===== src/rtl/padwake_pkg.sv =====
package padwake_pkg;
    typedef enum logic [1:0] {
        ST_AWAKE  = 2'd0,
        ST_ENTRY  = 2'd1,
        ST_ASLEEP = 2'd2,
        ST_WAKE   = 2'd3
    } pw_state_e;

    typedef struct packed {
        logic ie;
        logic sel;
        logic slp_ie;
    } pad_ctl_t;
endpackage


===== src/rtl/padwake_sync.sv =====
module padwake_sync #(
    parameter int STAGES = 2
) (
    input  logic clk,
    input  logic rst,
    input  logic d,
    output logic q
);
    logic [STAGES-1:0] chain;

    generate
        if (STAGES == 1) begin : g_one
            always_ff @(posedge clk) begin
                if (rst) chain <= '0;
                else     chain <= d;
            end
        end else begin : g_many
            always_ff @(posedge clk) begin
                if (rst) chain <= '0;
                else     chain <= {chain[STAGES-2:0], d};
            end
        end
    endgenerate

    assign q = chain[STAGES-1];
endmodule


===== src/rtl/padwake_hold.sv =====
module padwake_hold
    import padwake_pkg::*;
(
    input  logic     clk,
    input  logic     rst,
    input  logic     hold,
    input  pad_ctl_t live,
    output pad_ctl_t eff
);
    logic     hold_q;
    pad_ctl_t cap;

    always_ff @(posedge clk) begin
        if (rst) begin
            hold_q <= 1'b0;
            cap    <= '0;
        end else begin
            hold_q <= hold;
            if (hold && !hold_q) cap <= live;
        end
    end

    always_comb begin
        eff = (hold && hold_q) ? cap : live;
    end


    held_ctl_stable_chk: assert property (@(posedge clk) disable iff (rst)
        (hold && hold_q && $past(hold && hold_q)) |-> $stable(eff));
endmodule


===== src/rtl/padwake_seq.sv =====
module padwake_seq
    import padwake_pkg::*;
#(
    parameter int CNT_W = 8
) (
    input  logic             clk,
    input  logic             rst,
    input  logic             sleep_req,
    input  logic [CNT_W-1:0] min_cycles,
    input  logic             pad_bit,
    input  logic             wake_lvl,
    output logic             chip_sleep,
    output logic             wake
);
    localparam logic [CNT_W-1:0] CNT_ONE = CNT_W'(1);
    localparam logic [CNT_W-1:0] CNT_MAX = '1;

    pw_state_e        state, state_nx;
    logic [CNT_W-1:0] cnt;
    logic [CNT_W-1:0] min_eff;
    logic             hit;

    assign min_eff = (min_cycles == '0) ? CNT_ONE : min_cycles;
    assign hit     = (cnt >= min_eff) && (pad_bit == wake_lvl);

    always_comb begin
        state_nx = state;
        unique case (state)
            ST_AWAKE:  if (sleep_req) state_nx = ST_ENTRY;
            ST_ENTRY:  state_nx = hit ? ST_WAKE : ST_ASLEEP;
            ST_ASLEEP: state_nx = hit ? ST_WAKE : ST_ASLEEP;
            ST_WAKE:   state_nx = ST_AWAKE;
        endcase
    end

    always_ff @(posedge clk) begin
        if (rst) state <= ST_AWAKE;
        else     state <= state_nx;
    end

    always_ff @(posedge clk) begin
        if (rst) begin
            cnt <= '0;
        end else if (state_nx == ST_ENTRY) begin
            cnt <= CNT_ONE;
        end else if (state_nx == ST_ASLEEP) begin
            if (cnt != CNT_MAX) cnt <= cnt + CNT_ONE;
        end else begin
            cnt <= '0;
        end
    end

    always_comb begin
        chip_sleep = (state == ST_ASLEEP);
        wake       = (state == ST_WAKE);
    end


    sleep_rise_cnt_chk: assert property (@(posedge clk) disable iff (rst)
        $rose(chip_sleep) |-> (cnt == CNT_W'(2)));

    no_early_wake_chk: assert property (@(posedge clk) disable iff (rst)
        $rose(wake) |-> ($past(cnt) >= $past(min_eff)));

    wake_pulse_chk: assert property (@(posedge clk) disable iff (rst)
        wake |=> (!wake && !chip_sleep));

    sleep_persist_chk: assert property (@(posedge clk) disable iff (rst)
        chip_sleep |=> (chip_sleep || wake));
endmodule


===== src/rtl/padwake_ctrl.sv =====
module padwake_ctrl
    import padwake_pkg::*;
#(
    parameter int CNT_W       = 8,
    parameter int SYNC_STAGES = 2
) (
    input  logic             clk,
    input  logic             rst,
    input  logic             ie_norm,
    input  logic             sel_sleep,
    input  logic             ie_sleep,
    input  logic             hold,
    input  logic             sleep_req,
    input  logic [CNT_W-1:0] min_cycles,
    input  logic             wake_lvl,
    input  logic             pad_raw,
    output logic             pad_ie,
    output logic             pad_data,
    output logic             chip_sleep,
    output logic             wake
);
    pad_ctl_t live_ctl, eff_ctl;
    logic     pad_sync;

    always_comb begin
        live_ctl.ie     = ie_norm;
        live_ctl.sel    = sel_sleep;
        live_ctl.slp_ie = ie_sleep;
    end

    padwake_hold u_hold (
        .clk  (clk),
        .rst  (rst),
        .hold (hold),
        .live (live_ctl),
        .eff  (eff_ctl)
    );

    padwake_sync #(.STAGES(SYNC_STAGES)) u_sync (
        .clk (clk),
        .rst (rst),
        .d   (pad_raw),
        .q   (pad_sync)
    );

    always_comb begin
        pad_ie   = eff_ctl.sel ? (eff_ctl.slp_ie & chip_sleep) : eff_ctl.ie;
        pad_data = pad_ie & pad_sync;
    end

    padwake_seq #(.CNT_W(CNT_W)) u_seq (
        .clk        (clk),
        .rst        (rst),
        .sleep_req  (sleep_req),
        .min_cycles (min_cycles),
        .pad_bit    (pad_data),
        .wake_lvl   (wake_lvl),
        .chip_sleep (chip_sleep),
        .wake       (wake)
    );


    gated_ie_low_chk: assert property (@(posedge clk) disable iff (rst)
        (sel_sleep && !hold && !chip_sleep) |-> !pad_ie);

    normal_ie_high_chk: assert property (@(posedge clk) disable iff (rst)
        (!sel_sleep && ie_norm && !hold) |-> pad_ie);

    generate
        if (SYNC_STAGES == 2) begin : g_lat

            sync_latency_chk: assert property (@(posedge clk) disable iff (rst)
                pad_data |-> $past(pad_raw, 2));
        end
    endgenerate
endmodule


===== config.mk =====
export PLATFORM = sky130hd
export DESIGN_NAME = padwake_ctrl
export DESIGN_NICKNAME = d
export VERILOG_FILES = /design/src/rtl/padwake_pkg.sv /design/src/rtl/padwake_sync.sv /design/src/rtl/padwake_hold.sv /design/src/rtl/padwake_seq.sv /design/src/rtl/padwake_ctrl.sv
export SDC_FILE = /design/constraint.sdc
export NUM_CORES = 1
export LEC_CHECK = 0
export ABC_CLOCK_PERIOD_IN_PS = 2470
export BUFFER_PORTS_ARGS = -buffer_cell sky130_fd_sc_hd__clkbuf_2
export CORE_ASPECT_RATIO = 1.25
export CORE_MARGIN = 2
export CORE_UTILIZATION = 45
export DETAILED_ROUTE_END_ITERATION = 7
export PLACE_DENSITY = 0.68
export REMOVE_ABC_BUFFERS = 1
export SYNTH_ARGS = -nofsm -noshare
export SYNTH_HDL_FRONTEND = slang
export SYNTH_SLANG_ARGS = --single-unit
export TNS_END_PERCENT = 20

===== constraint.sdc =====
create_clock -name clk -period 2.47 [get_ports clk]
set_input_delay 0.741 -clock clk [delete_from_list [all_inputs] [get_ports clk]]
set_output_delay 0.741 -clock clk [all_outputs]
set_load 0.1 [all_outputs]

==> impl_metrics.csv, run 1 <==
group,metric,value,unit
sta,rsz0062_at_grt,"yes",
logic_synthesis,ys.warnings.count,0,
drt,drt-total-wl,2.07,mm
clock_tree,clkTransAtPathRegs,0.10,ns
job,maxCapViolCount,0,
grt,track_usage,19.5,%
clock_tree,cts.sinks,16,
logic_synthesis,synth.yosys.seq_area_share,32.2,%
setup_path,cp_data_arrival_time,1.66,ns
sta,fin_crit,2.40,ns
cells_and_area,final_common_cell,"clkbuf_2",
floorplanning,die_y,56.6,um
placed_design,dp_cells,155,
sta,max_freq,0.417,GHz
cells_and_area,diodes,0,
clock_tree,cts-root-buf,"clkbuf_4",
logic_synthesis,synth_area_per_cell,9.14,um2
cells_and_area,multi_input_area,652,um2
floorplanning,die_area,2610,um2
sta,drv_slew,0,
drt,drt_iter0_markers,9,
setup_path,critPathLaunchType,"register",
clock_tree,cts_made_buffers,3,
power_and_ir_drop,p_int,427,uW
logic_synthesis,synth-edff-count,0,
sta,fin_hold_ws,0.447,ns
setup_path,path_buf_inv,2,
placed_design,dp_slack,-0.232,ns
min_path,min_path_type,"register to register",
logic_synthesis,yosys.area.top_type,"dfxtp_1",
drt,first_pass_iters,4,
placed_design,place_congestion,0.755,
power_and_ir_drop,p_leak,0.579,nW
floorplanning,rows,19,
setup_path,crit_family,"flip-flops",
cells_and_area,drive_gt1_share,27.5,%
drt,wire_per_inst,13.0,um
clock_tree,post_cts_buffers,0,
cells_and_area,nNetsFinal,168,
power_and_ir_drop,ir_worst_vdd,0.000322,V
power_and_ir_drop,swShare,32.2,%
logic_synthesis,synth.area.top_cells,"dfxtp_1 (32%), ha_1 (15%), inv_1 (5.3%)",
outcome,status,"finished, final reports clean",
logic_synthesis,synthFlopType,"dfxtp_1",
cells_and_area,regArea,320,um2
sta,setup_viol,0,
sta,period_share,97.1,%
setup_path,cp_max_fo,4,
sta,setup_tns,0,ns
clock_tree,cts_max_level,1,
floorplanning,die_w,46.1,um
setup_path,crit_type,"register to output port",
grt,grt_max_degree,10,
cells_and_area,final_cells,159,
clock_tree,cts_max_path_buffers,2,
floorplanning,start_util,46.5,%
grt,gr-total-overflow,0,
power_and_ir_drop,power_frac_seq,45.2,%
sta,hold_violations,0,
setup_path,critPathSlowestCell,"dfxtp_1",
logic_synthesis,synth_top_area_share,32.2,%
drt,vias,889,
power_and_ir_drop,pwr_density_cell,502,nW/um2
setup_path,crit_chain,"inv_1 > ha_1 > a311oi_4 > nor2_1 > buf_12",
sta,tightest_slew,0.542,ns
clock_tree,clk-insertion-delay-late,0.30,ns
sta,worst_clock_skew,0.00534,ns
setup_path,cp-end-kind,"output port",
cells_and_area,fillCellCount,203,
grt,first_global_vias,933,
logic_synthesis,ys_types,34,
cells_and_area,area_delta_synth_final,26.0,%
floorplanning,coreArea,2140,um2
cells_and_area,design_area,1250,um2
cells_and_area,finish.utilization,58.7,%
power_and_ir_drop,power.clock.fraction,28.6,%
floorplanning,num_io_pins,21,
power_and_ir_drop,power_frac_comb,26.2,%
logic_synthesis,synthArstFlopShare,0,%
sta,worst_slack,0.0725,ns
drt,via_per_inst,5.59,
power_and_ir_drop,p_switching,203,uW
logic_synthesis,netlist_area,996,um2
power_and_ir_drop,finalPower,630,uW
placed_design,portBuffers,20,
clock_tree,cts_tree,"yes",
drt,final_antenna_net_count,0,
grt,antenna_found_initial,0,
setup_path,cp_data_required_time,1.73,ns
logic_synthesis,synth_cells,109,
logic_synthesis,synth_seq_cells,16,
sta,max_slew_margin,64.0,%
grt,grt_pass1_wl,3.71,mm
placed_design,post_dp_cell_area,1190,um2
placed_design,hpwl,1.65,mm
cells_and_area,most-common-layout-cells,"clkbuf_2 (18), dfxtp_1 (16), inv_1 (14)",
setup_path,slowest_delay,0.37,ns
drt,drc,0,
-- layout make-up --
cell class / count / area share (%)
Clock buffer: 4 / 2.89
Inverter: 14 / 4.19
Tap cell: 21 / 2.09
Sequential cell: 16 / 25.5
Timing Repair Buffer: 25 / 13.4
Multi-Input combinational cell: 79 / 51.9
-- what timing repair did --
item                       in CTS  in global routing
setup endpoints to repair       1                  5
hold buffers                    0                  0
resized for setup               1                  4
pin swaps                       0                  1
-- registers in the layout (all words and copies together), names as in the netlist --
name	count
u_seq.cnt	8
u_hold.hold_q	1
u_sync.chain	2
u_seq.state	2
u_hold.cap	3
-- metal layers --
metal  vias to the layer above  track usage (%)  share of wire [%]
met5                         -                0                  0
met4                         0             11.8                3.0
met3                         7             5.47                3.8
met2                        14             32.5                 53
met1                       416             20.4                 40
li1                        452                -                  -
-- synth_stat cells (2+ instances only) --
| master | instances |
|---|---|
| xor2_1 | 2 |
| dfxtp_1 | 16 |
| nand4_1 | 2 |
| nor2b_1 | 6 |
| a211oi_1 | 2 |
| nor4_1 | 2 |
| inv_1 | 14 |
| nor2_1 | 7 |
| nand3_1 | 4 |
| mux2i_1 | 4 |
| xnor2_1 | 3 |
| nand2_1 | 5 |
| o21ai_0 | 3 |
| nor3_1 | 7 |
| and4_1 | 2 |
| ha_1 | 12 |
-- path summary, 6_finish.rpt --
check,start,to,slack [ns],cells after the start
max reg2reg,u_seq.cnt[5],u_seq.cnt[6],0.57,7
min,u_sync.chain[0],u_sync.chain[1],0.45,1
max,u_seq.state[0],pad_ie,0.07,5
min reg2reg,u_sync.chain[0],u_sync.chain[1],0.45,1
-- power by group through the flow --
stage	registers (mW)	clock network, mW	logic [mW]
final	0.285	0.180	0.165
after global placement	0.289	0	0.157
after detailed placement	0.291	0	0.161
after floorplan	0.287	0	0.114
after global routing	0.287	0.195	0.183
after CTS	0.285	0.186	0.163
-- cells by family (layout without fill, tap and decap cells) --
family                     after synthesis  after routing  synth area share (%)
and+or+nand+nor                         41             41                  24.9
AOI/OAI and AO/OA                       17             17                  14.2
DFF                                     16             16                  32.2
buffers and inverters                   14             43                  5.28
adders and majority gates               12             12                  15.1
xor gates and xnor gates                 5              5                  4.40
muxes                                    4              4                  4.02
Power figures use the tool's default switching activity.
==> run 2, diff against run 1 <==
Settings changed: ABC_AREA set to 1.
==> impl_metrics.csv, run 2 <==
group,metric,value,unit
outcome,status,"finished, final reports clean",
logic_synthesis,synth_top_area_share,31.9,%
logic_synthesis,ys.warnings.count,0,
sta,max_freq,0.435,GHz
clock_tree,cts-root-buf,"clkbuf_4",
grt,gr-usage-met2,29.8,%
setup_path,cp_max_fo,3,
placed_design,hpwl,1.61,mm
floorplanning,die_area,2630,um2
floorplanning,start_util,46.4,%
min_path,min_path_type,"register to register",
power_and_ir_drop,p_switching,196,uW
setup_path,r2r-end,"u_seq.cnt[5]",
sta,drv_slew,0,
min_path,min_from,"u_sync.chain[0]",
power_and_ir_drop,ir_worst_vdd,0.000344,V
cells_and_area,design_area,1210,um2
cells_and_area,largest_reg_flops,8,
clock_tree,post_cts_buffers,0,
logic_synthesis,synthFlopType,"dfxtp_1",
power_and_ir_drop,p_leak,0.638,nW
floorplanning,rows,19,
drt,first_pass_iters,4,
clock_tree,clk-insertion-delay-late,0.28,ns
sta,tightest_slew,0.539,ns
power_and_ir_drop,p_int,423,uW
setup_path,critPathLaunchType,"register",
cells_and_area,drive_gt1_share,19.6,%
grt,met3_usage,2.57,%
setup_path,crit_path_end,"pad_data",
cells_and_area,fillCellCount,225,
setup_path,cp_data_required_time,1.73,ns
setup_path,cp-end-kind,"output port",
clock_tree,cts_max_path_buffers,2,
setup_path,r2r_start,"u_seq.cnt[5]",
drt,via_per_inst,4.77,
cells_and_area,max_flop_register,"u_seq.cnt",
clock_tree,cts_resized,0,
logic_synthesis,synth_area_per_cell,7.18,um2
grt,gr-total-overflow,0,
grt,use_met1,15.9,%
cells_and_area,nNetsFinal,193,
cells_and_area,final_common_cell,"inv_1",
placed_design,post_dp_cell_area,1170,um2
job,maxCapViolCount,0,
drt,drt-total-wl,1.86,mm
placed_design,place_congestion,0.784,
clock_tree,hold_buffers,0,
grt,grt_max_degree,10,
logic_synthesis,ys_types,24,
power_and_ir_drop,pwr_density_cell,513,nW/um2
drt,final_antenna_net_count,0,
grt,busiest_layer,"met2",
logic_synthesis,yosys.area.top_type,"dfxtp_1",
sta,fin_crit,2.30,ns
setup_path,crit_type,"register to output port",
clock_tree,cts.sinks,16,
placed_design,portBuffers,20,
logic_synthesis,synthArstFlopShare,0,%
cells_and_area,most-common-layout-cells,"inv_1 (28), nand2_1 (24), nor2_1 (23)",
clock_tree,cts_made_buffers,3,
grt,grt_pass1_wl,3.22,mm
logic_synthesis,synth-edff-count,0,
power_and_ir_drop,swShare,31.6,%
power_and_ir_drop,power.clock.fraction,26.9,%
logic_synthesis,yosys-top-cells-count,"inv_1 (28), nand2_1 (24), nor2_1 (23)",
logic_synthesis,netlist_area,1000,um2
logic_synthesis,synth_seq_cells,16,
clock_tree,cts_tree,"yes",
sta,rsz0062_at_grt,"no",
sta,max_slew_margin,64.2,%
logic_synthesis,yosysMostFrequentCell,"inv_1",
grt,first_global_vias,915,
drt,wire_per_inst,9.58,um
power_and_ir_drop,power_frac_seq,45.8,%
grt,track_usage,16.4,%
sta,setup_viol,0,
logic_synthesis,synth_cells,140,
power_and_ir_drop,power_frac_comb,27.3,%
sta,worst_clock_skew,0.00537,ns
cells_and_area,area_delta_synth_final,20.1,%
setup_path,cp-startpoint,"u_seq.state[0]",
logic_synthesis,synth.yosys.seq_area_share,31.9,%
floorplanning,coreArea,2160,um2
setup_path,r2r_cells,9,
setup_path,reg2reg_slack,0.86,ns
floorplanning,die_w,46.3,um
sta,period_share,93.2,%
setup_path,cp_data_arrival_time,1.56,ns
cells_and_area,diodes,0,
cells_and_area,biggestRegsByFlops,"u_seq.cnt (8), u_hold.cap (3)",
grt,antenna_found_initial,0,
drt,drc,0,
drt,drt_iter0_markers,12,
power_and_ir_drop,finalPower,619,uW
floorplanning,die_y,56.8,um
clock_tree,clkTransAtPathRegs,0.09,ns
drt,vias,925,
floorplanning,num_io_pins,21,
logic_synthesis,synth.area.top_cells,"dfxtp_1 (32%), ha_1 (15%), inv_1 (10%)",
clock_tree,cts_max_level,1,
sta,hold_violations,0,
-- run 2: cell count changes in the layout (fill, tap and decap cells not counted), moves of 5 or more --
cell,change
nand2_1,+19
nor2_1,+16
inv_1,+14
nor2b_1,-6
nor3_1,-6
buf_4,-5
-- run 2: worst min path at each step --
stage                       to  cells past startpoint
2_1_floorplan  u_sync.chain[1]                      2
3_3_place_gp   u_sync.chain[1]                      2
3_5_place_dp   u_sync.chain[1]                      2
4_1_cts        u_sync.chain[1]                      2
5_1_grt        u_sync.chain[1]                      2
6_report       u_sync.chain[1]                      2
-- run 2: power groups by stage --
| stage | logic [mW] | registers [mW] | clock network [mW] |
|---|---|---|---|
| after floorplan | 0.127 | 0.287 | 0 |
| after global placement | 0.166 | 0.289 | 0 |
| after detailed placement | 0.170 | 0.290 | 0 |
| after CTS | 0.171 | 0.284 | 0.177 |
| after global routing | 0.188 | 0.286 | 0.182 |
| final | 0.169 | 0.284 | 0.166 |
-- run 2: final cells by class --
cell class / instances / area, um2 / area share, %
well taps: 31 / 38.8 / 3.22
clock buffers: 4 / 36.3 / 3.01
inverters: 28 / 105 / 8.71
flip-flops and latches: 16 / 320 / 26.6
multi-input cells: 95 / 576 / 47.7
repair buffers: 20 / 130 / 10.8
-- run 2: kinds of logic after synthesis --
family / count (synthesis) / share of synthesized area (%)
fa+ha+maj: 12 / 14.9
flops: 16 / 31.9
xor+xnor: 4 / 3.49
simple gates: 67 / 30.8
buf+inv: 29 / 10.8
compound gates: 12 / 8.10
-- run 2: per-layer routing --
metal / up-vias / share of wire, %
met5: - / 0
met4: 0 / 2.5
met3: 6 / 4.3
met2: 25 / 53
met1: 402 / 40
li1: 492 / -
-- run 2: worst max-delay path, cell delays in order (launching register included) --
cell and delay, ns:
dfxtp_1 0.38, inv_1 0.08, ha_1 0.25, nand3_1 0.10, nand3_1 0.12, nand3_2 0.11, inv_1 0.07, buf_12 0.16
-- run 2: metrics by stage --
step | setup slack (ns) | hold slack, ns | cells | utilization (%) | setup TNS [ns]
2_1_floorplan | -0.442 | 0.388 | 139 | - | -0.859
3_3_place_gp | 0.282 | 0.395 | 190 | 54.1 | 0
3_5_place_dp | 0.166 | 0.398 | 190 | 54.1 | 0
4_1_cts | 0.150 | 0.414 | 194 | 55.8 | 0
5_1_grt | 0.0454 | 0.433 | 194 | 55.8 | 0
6_report | 0.169 | 0.412 | 194 | 55.8 | 0
